**src/rtl/sio_ctrl_pkg.sv**
```systemverilog
package sio_ctrl_pkg;
  typedef enum logic [1:0] {
    OFS_RUN  = 2'd0,
    OFS_CTRL = 2'd1,
    OFS_VSN  = 2'd2,
    OFS_MODE = 2'd3
  } ofs_e;

  typedef enum logic [1:0] {
    SS_NORMAL = 2'd0,
    SS_ZERO   = 2'd1,
    SS_FULL   = 2'd2,
    SS_NORM2  = 2'd3
  } ss_e;

  // switch ON position reads as logic 0
  function automatic logic [7:0] sw_to_bits8(input logic [7:0] sw_on);
    return ~sw_on;
  endfunction

  function automatic logic [4:0] sw_to_bits5(input logic [4:0] sw_on);
    return ~sw_on;
  endfunction

  function automatic logic ss_at_zero(input logic [1:0] code);
    return code == SS_ZERO;
  endfunction

  function automatic logic ss_at_full(input logic [1:0] code);
    return code == SS_FULL;
  endfunction
endpackage

```
**src/rtl/sio_decode.sv**
```systemverilog
module sio_decode
  import sio_ctrl_pkg::*;
#(
  parameter int MAIN_W = 8,
  parameter int SUB_W  = 5,
  localparam int ADDR_W = MAIN_W + SUB_W + 3
) (
  input  logic [ADDR_W-1:0] bus_addr,
  input  logic              bus_wr,
  input  logic              bus_rd,
  input  logic [7:0]        main_sw_on,
  input  logic [4:0]        sub_sw_on,
  output logic              wr_run,
  output logic              wr_ctrl,
  output logic              wr_vsn,
  output logic              wr_mode,
  output logic              rd_stat
);
  logic odd_hit, main_hit, sub_hit, card_hit;
  ofs_e ofs;

  assign odd_hit  = bus_addr[0];
  assign ofs      = ofs_e'(bus_addr[2:1]);
  assign main_hit = bus_addr[ADDR_W-1 -: MAIN_W] == sw_to_bits8(main_sw_on);
  assign sub_hit  = bus_addr[SUB_W+2:3] == sw_to_bits5(sub_sw_on);
  assign card_hit = odd_hit && main_hit && sub_hit;

  assign wr_run  = bus_wr && odd_hit && main_hit && (ofs == OFS_RUN);
  assign wr_ctrl = bus_wr && card_hit && (ofs == OFS_CTRL);
  assign wr_vsn  = bus_wr && card_hit && (ofs == OFS_VSN);
  assign wr_mode = bus_wr && card_hit && (ofs == OFS_MODE);
  assign rd_stat = bus_rd && card_hit && (ofs == OFS_CTRL);
endmodule

```
**src/rtl/sio_regfile.sv**
```systemverilog
module sio_regfile
  import sio_ctrl_pkg::*;
#(
  parameter int CH_N = 4,
  localparam int CH_W = $clog2(CH_N)
) (
  input  logic            clk,
  input  logic            rst_n,
  input  logic            wr_run,
  input  logic            wr_ctrl,
  input  logic            wr_vsn,
  input  logic            wr_mode,
  input  logic            rd_stat,
  input  logic [7:0]      wdata,
  input  logic            clr_busy,
  output logic            singles_run,
  output logic            coinc_run,
  output logic [CH_W-1:0] sel_chan,
  output logic [1:0]      scale_mode,
  output logic            gate_vme,
  output logic [7:0]      vsn,
  output logic [CH_N-1:0] coinc_en,
  output logic [CH_N-1:0] singles_en,
  output logic            master_rst,
  output logic            mrst_cmd,
  output logic            clr_start,
  output logic [7:0]      rd_data
);
  logic unused_d5;
  logic [7:0] status;

  assign unused_d5 = wdata[5];
  assign mrst_cmd  = wr_ctrl && wdata[6];
  assign clr_start = wr_ctrl && wdata[7] && !wdata[6] && !clr_busy;

  always_ff @(posedge clk or negedge rst_n) begin
    if (!rst_n) begin
      singles_run <= 1'b0;
      coinc_run   <= 1'b0;
      sel_chan    <= '0;
      scale_mode  <= 2'b00;
      gate_vme    <= 1'b0;
      vsn         <= 8'h00;
      coinc_en    <= '0;
      singles_en  <= '0;
      master_rst  <= 1'b0;
    end else if (mrst_cmd) begin
      singles_run <= 1'b0;
      coinc_run   <= 1'b0;
      sel_chan    <= '0;
      scale_mode  <= 2'b00;
      gate_vme    <= 1'b0;
      vsn         <= 8'h00;
      coinc_en    <= '0;
      singles_en  <= '0;
      master_rst  <= 1'b1;
    end else begin
      master_rst <= 1'b0;
      if (wr_run) begin
        singles_run <= wdata[0];
        coinc_run   <= wdata[1];
      end
      if (wr_ctrl) begin
        sel_chan   <= wdata[CH_W-1:0];
        scale_mode <= wdata[3:2];
        gate_vme   <= wdata[4];
      end
      if (wr_vsn)  vsn <= wdata;
      if (wr_mode) begin
        coinc_en   <= wdata[CH_N-1:0];
        singles_en <= wdata[2*CH_N-1:CH_N];
      end
    end
  end

  always_comb begin
    status    = 8'h00;
    status[0] = singles_en[sel_chan];
    status[1] = coinc_en[sel_chan];
    status[2] = ss_at_zero(scale_mode);
    status[3] = ss_at_full(scale_mode);
    status[4] = gate_vme;
    status[7] = clr_busy;
  end

  assign rd_data = rd_stat ? status : 8'h00;
endmodule

```
**src/rtl/sio_ramclr.sv**
```systemverilog
module sio_ramclr #(
  parameter int CH_N    = 4,
  parameter int WORD_AW = 12,
  localparam int CH_W   = $clog2(CH_N),
  localparam int RAM_AW = CH_W + WORD_AW,
  localparam logic [WORD_AW-1:0] LAST_IDX = {WORD_AW{1'b1}}
) (
  input  logic              clk,
  input  logic              rst_n,
  input  logic              start,
  input  logic              abort,
  input  logic [CH_W-1:0]   chan,
  output logic              busy,
  output logic              last_write,
  output logic              ram_we,
  output logic [RAM_AW-1:0] ram_addr
);
  logic [WORD_AW-1:0] idx;
  logic [CH_W-1:0]    tgt;

  assign last_write = busy && (idx == LAST_IDX);
  assign ram_we     = busy;
  assign ram_addr   = {tgt, idx};

  always_ff @(posedge clk or negedge rst_n) begin
    if (!rst_n) begin
      busy <= 1'b0;
      idx  <= '0;
      tgt  <= '0;
    end else if (abort) begin
      busy <= 1'b0;
      idx  <= '0;
    end else if (start) begin
      busy <= 1'b1;
      idx  <= '0;
      tgt  <= chan;
    end else if (busy) begin
      if (last_write) busy <= 1'b0;
      idx <= idx + 1'b1;
    end
  end
endmodule

```
**src/rtl/sio_ctrl_regs.sv**
```systemverilog
module sio_ctrl_regs #(
  parameter int MAIN_W  = 8,
  parameter int SUB_W   = 5,
  parameter int CH_N    = 4,
  parameter int WORD_AW = 12,
  localparam int ADDR_W = MAIN_W + SUB_W + 3,
  localparam int CH_W   = $clog2(CH_N),
  localparam int RAM_AW = CH_W + WORD_AW
) (
  input  logic              clk,
  input  logic              rst_n,
  input  logic [ADDR_W-1:0] bus_addr,
  input  logic [7:0]        bus_wdata,
  input  logic              bus_wr,
  input  logic              bus_rd,
  input  logic [7:0]        main_sw_on,
  input  logic [4:0]        sub_sw_on,
  output logic [7:0]        rd_data,
  output logic              singles_run,
  output logic              coinc_run,
  output logic [CH_W-1:0]   sel_chan,
  output logic [1:0]        scale_mode,
  output logic              gate_vme,
  output logic [7:0]        vsn,
  output logic [CH_N-1:0]   coinc_en,
  output logic [CH_N-1:0]   singles_en,
  output logic              master_rst,
  output logic              ram_clr_we,
  output logic [RAM_AW-1:0] ram_clr_addr
);
  // named internal events, visible to the checker
  logic wr_run, wr_ctrl, wr_vsn, wr_mode, rd_stat;
  logic mrst_cmd, clr_start, clr_busy, clr_last;

  sio_decode #(.MAIN_W(MAIN_W), .SUB_W(SUB_W)) u_dec (
    .bus_addr   (bus_addr),
    .bus_wr     (bus_wr),
    .bus_rd     (bus_rd),
    .main_sw_on (main_sw_on),
    .sub_sw_on  (sub_sw_on),
    .wr_run     (wr_run),
    .wr_ctrl    (wr_ctrl),
    .wr_vsn     (wr_vsn),
    .wr_mode    (wr_mode),
    .rd_stat    (rd_stat)
  );

  sio_regfile #(.CH_N(CH_N)) u_regs (
    .clk         (clk),
    .rst_n       (rst_n),
    .wr_run      (wr_run),
    .wr_ctrl     (wr_ctrl),
    .wr_vsn      (wr_vsn),
    .wr_mode     (wr_mode),
    .rd_stat     (rd_stat),
    .wdata       (bus_wdata),
    .clr_busy    (clr_busy),
    .singles_run (singles_run),
    .coinc_run   (coinc_run),
    .sel_chan    (sel_chan),
    .scale_mode  (scale_mode),
    .gate_vme    (gate_vme),
    .vsn         (vsn),
    .coinc_en    (coinc_en),
    .singles_en  (singles_en),
    .master_rst  (master_rst),
    .mrst_cmd    (mrst_cmd),
    .clr_start   (clr_start),
    .rd_data     (rd_data)
  );

  sio_ramclr #(.CH_N(CH_N), .WORD_AW(WORD_AW)) u_clr (
    .clk        (clk),
    .rst_n      (rst_n),
    .start      (clr_start),
    .abort      (mrst_cmd),
    .chan       (bus_wdata[CH_W-1:0]),
    .busy       (clr_busy),
    .last_write (clr_last),
    .ram_we     (ram_clr_we),
    .ram_addr   (ram_clr_addr)
  );
endmodule

```
**config.mk**
```make
export PLATFORM = sky130hd
export DESIGN_NAME = sio_ctrl_regs
export DESIGN_NICKNAME = d
export VERILOG_FILES = /design/src/rtl/sio_ctrl_pkg.sv /design/src/rtl/sio_decode.sv /design/src/rtl/sio_regfile.sv /design/src/rtl/sio_ramclr.sv /design/src/rtl/sio_ctrl_regs.sv
export SDC_FILE = /design/constraint.sdc
export NUM_CORES = 1
export LEC_CHECK = 0
export CAP_MARGIN = 20
export CORE_MARGIN = 5
export CORE_UTILIZATION = 45
export CTS_CLUSTER_SIZE = 30
export DETAILED_ROUTE_END_ITERATION = 12
export GPL_ROUTABILITY_DRIVEN = 0
export PLACE_DENSITY = 0.94
export SLEW_MARGIN = 20
export SYNTH_ARGS = -nofsm -noshare
export SYNTH_HDL_FRONTEND = slang
export SYNTH_SLANG_ARGS = --single-unit
export TNS_END_PERCENT = 1
```
**constraint.sdc**
```tcl
create_clock -name clk -period 5.3 [get_ports clk]
set_input_delay 1.06 -clock clk [delete_from_list [all_inputs] [get_ports clk]]
set_output_delay 1.06 -clock clk [all_outputs]
set_load 0.01 [all_outputs]
```
==> results by group <==
Status
  • Status: complete, no violations

Placement
  • Placed Cells: 349
  • Detailed Place HPWL: roughly 4.4 mm
  • Area after DPL: 0.00299 mm^2
  • Port buffer count: 85

Layout
  • Share of layout cells above drive strength 1: 6.29%
  • Register area: ~980 um^2
  • Syn-to-layout area delta: 45.3%
  • Fillers: 354
  • Post-layout nets: 344
  • Non-Filler Instances: approximately 360
  • Multi-input logic area: 0.00104 mm^2
  • # diodes: 0
  • Fin area: 0.00307 mm^2

Floorplan
  • Die H: about 80 um
  • Core area: 0.00463 mm^2
  • Die footprint: about 0.0062 mm^2
  • Boundary Pins: between 80 and 90
  • Chip Width: approximately 79 um
  • Rows: 25
  • Starting Density: 45.7%

STA
  • Clock Skew: about 0.0027 ns
  • RSZ-0062 raised after global routing: false
  • Final TNS setup: 0 ns
  • Final hold vios: 0
  • Period minus WS final: 5.01 ns
  • Worst Tran Pin Value: 0.846 ns
  • Fmax: 200 MHz
  • Max-slew violations: 0
  • Final setup viols: 0
  • Period Utilization, post-route: between 90% and 100%
  • Max-Slew Margin vs Limit: between 40% and 50%

Clocking
  • Clock Tree Buf Depth: 2
  • Hold_buf cts: 0
  • CTS sink count: 39
  • Root Buffer: clkbuf_8
  • Post-cts repair resize count: 0
  • H-tree level count: 2
  • Clock transition at path regs: 0.07 ns
  • CTS tree: done
  • Post-CTS setup buffers: 0
  • Clk_lat worst skew: between 0.2 and 0.3 ns
  • Num CTS Buffers: 5

Setup path
  • Crit Path Category: in -> out
  • CP max stage delay: 0.63 ns
  • Critical-path cell list: clkdlybuf4s50_1, xor2_1, nand3_1, or4_1, or4_1, nor3b_1, clkdlybuf4s50_1
  • CP bufs+invs: 2
  • Critical path arrival: between 3 and 4 ns
  • Req. time, crit path: approximately 4.2 ns
  • Critical Path Fanout Max: 6
  • Delay-heaviest family, CP: simple AND/OR/NAND/NOR gates
  • Startpoint types: primary input
  • Slowest-stage cell, CP: or4_1
  • CP Capture Type: output port

Global routing
  • Pin count of the biggest net entering global routing: 40
  • First-pass GRT wire length: 9.25 mm
  • Vias in the first global route: approximately 2,000
  • Initial antenna violation count: 0
  • GRT Total Usage: 19.1%
  • GRT Residual Overflow: 0

Yosys
  • Distinct cells, synth: 32
  • Sequential area share after synthesis: 46.1%
  • Avg Cell Area, Syn: 9.66 um^2
  • Post-Syn Area: 0.00212 mm^2
  • Main synth FF type: dfrtp_1
  • EDFF count, synth: 0
  • Async S/R FF share, synth: 100%
  • Seq cells post-synth: 39
  • Synth warn: 0
  • Cell count after synthesis: 219

Power
  • Max IR drop VDD: 0.112 mV
  • Pleak: 1.29 nW
  • P per Cell Area: 185 mW/mm^2

Route
  • Antenna Nets Post-Route: 0
  • Initial DRC count: 155
  • Vias: 1,945
  • Vias/cell: about 5.5
  • Drc violations: 0
  • Wire length per cell: about 16 um
  • 1st-pass router iterations: 4
  • DRT Wirelength: 5.68 mm

Flow run
  • MaxCap Viol Count: 0

Worst hold path
  • Hold Crit Class: reg -> reg
## flip-flops by register name (all words and copies together), names as in the netlist, 2 cells and up
| signal | flops |
|---|---|
| u_clr.idx | 12 |
| u_clr.tgt | 2 |
| u_regs.coinc_en | 4 |
| u_regs.scale_mode | 2 |
| u_regs.sel_chan | 2 |
| u_regs.singles_en | 4 |
| u_regs.vsn | 8 |
## power breakdown
part	leakage [nW]	total, mW	switching [mW]	internal (mW)
logic	0.749	0.0680	0.0310	0.0370
clock network	0.0470	0.199	0.0972	0.102
registers	0.498	0.301	0.00252	0.299
## area by class of cell
cell class,count,area share (%)
multi-input cells,156,33.9
repair buffers,85,27.5
flip-flops and latches,39,31.7
clock inverters,1,0.163
inverters,15,1.83
clock buffers,6,2.69
well taps,54,2.20
## worst reg2reg max path, stage by stage, from the launching register on
cell	delay (ns)
dfrtp_1	0.52
nor2b_1	0.23
nand2_1	0.07
or4_4	0.51
mux2_4	0.31
## cell families (layout without fill, tap and decap cells)
group | Yosys count | after routing | share of synthesized area, %
AOI/OAI and AO/OA | 34 | 34 | 8.63
xor gates and xnor gates | 22 | 22 | 9.11
adders and majority gates | 1 | 1 | 0.591
buffers and inverters | 25 | 107 | 4.85
DFF | 39 | 39 | 46.1
muxes | 19 | 19 | 10.9
other | 1 | 2 | 0.177
and+or+nand+nor | 78 | 78 | 19.6
## per-stage QoR
| step | utilization, % | hold WS, ns | power (mW) | worst slack, ns |
|---|---|---|---|---|
| after floorplan | - | 0.551 | 0.328 | 1.45 |
| after global placement | 64.5 | 0.507 | 0.372 | 0.440 |
| after detailed placement | 64.5 | 0.502 | 0.375 | 0.311 |
| after CTS | 66.4 | 0.528 | 0.573 | 0.302 |
| after global routing | 66.4 | 0.536 | 0.595 | 0.201 |
| final | 66.4 | 0.528 | 0.569 | 0.290 |
## cells in the final DEF, fill, tap and decap left out, types with 4 or more instances in the layout
master / instances
xor2_1: 17
inv_1: 15
dfrtp_1: 39
nand4_1: 7
nand2_1: 10
mux2_2: 4
o21ai_0: 21
clkbuf_8: 6
clkdlybuf4s50_1: 84
nor2b_1: 8
xnor2_1: 5
nor2_1: 21
mux2i_1: 11
nand3_1: 17
a21oi_1: 7
## layer usage
metal,routed length (um),up-vias,track usage [%]
met1,2160,918,21.5
met2,2930,88,32.8
met5,0,-,0
met4,153,0,8.74
met3,433,17,6.31
li1,-,922,-
## synth_stat cells (all sizes together) (3+ instances only)
library cell  number  area, um^2
dfrtp             39         976
nor2              21        78.8
o21ai             21         105
nand3             17        85.1
xor2              17         149
inv               15        56.3
mux2i             11         110
nand2             10        37.5
nor2b              8        50.1
a21oi              7        35.0
clkbuf             7        26.3
nand4              7        43.8
mux2               6        75.1
xnor2              5        43.8
nor4               4        31.3
or4                4        33.8
buf                3        20.0
o211ai             3        22.5
## worst paths after layout
path	start	end	slack (ns)	cells past startpoint
setup reg to reg	u_clr.busy$_DFF_PN0_	u_clr.tgt[0]$_DFFE_PN0P_	3.54	4
max in group asynchronous	rst_n	u_regs.sel_chan[0]$_DFFE_PN0P_	3.89	1
setup / recovery	bus_addr[15]	rd_data[3]	0.29	7
hold / removal	u_clr.tgt[1]$_DFFE_PN0P_	u_clr.tgt[1]$_DFFE_PN0P_	0.53	1
min in group asynchronous	rst_n	u_clr.idx[8]$_DFFE_PN0P_	0.87	1
hold reg to reg	u_clr.tgt[1]$_DFFE_PN0P_	u_clr.tgt[1]$_DFFE_PN0P_	0.53	1
Note: power is estimated with default switching activity, not from simulation.
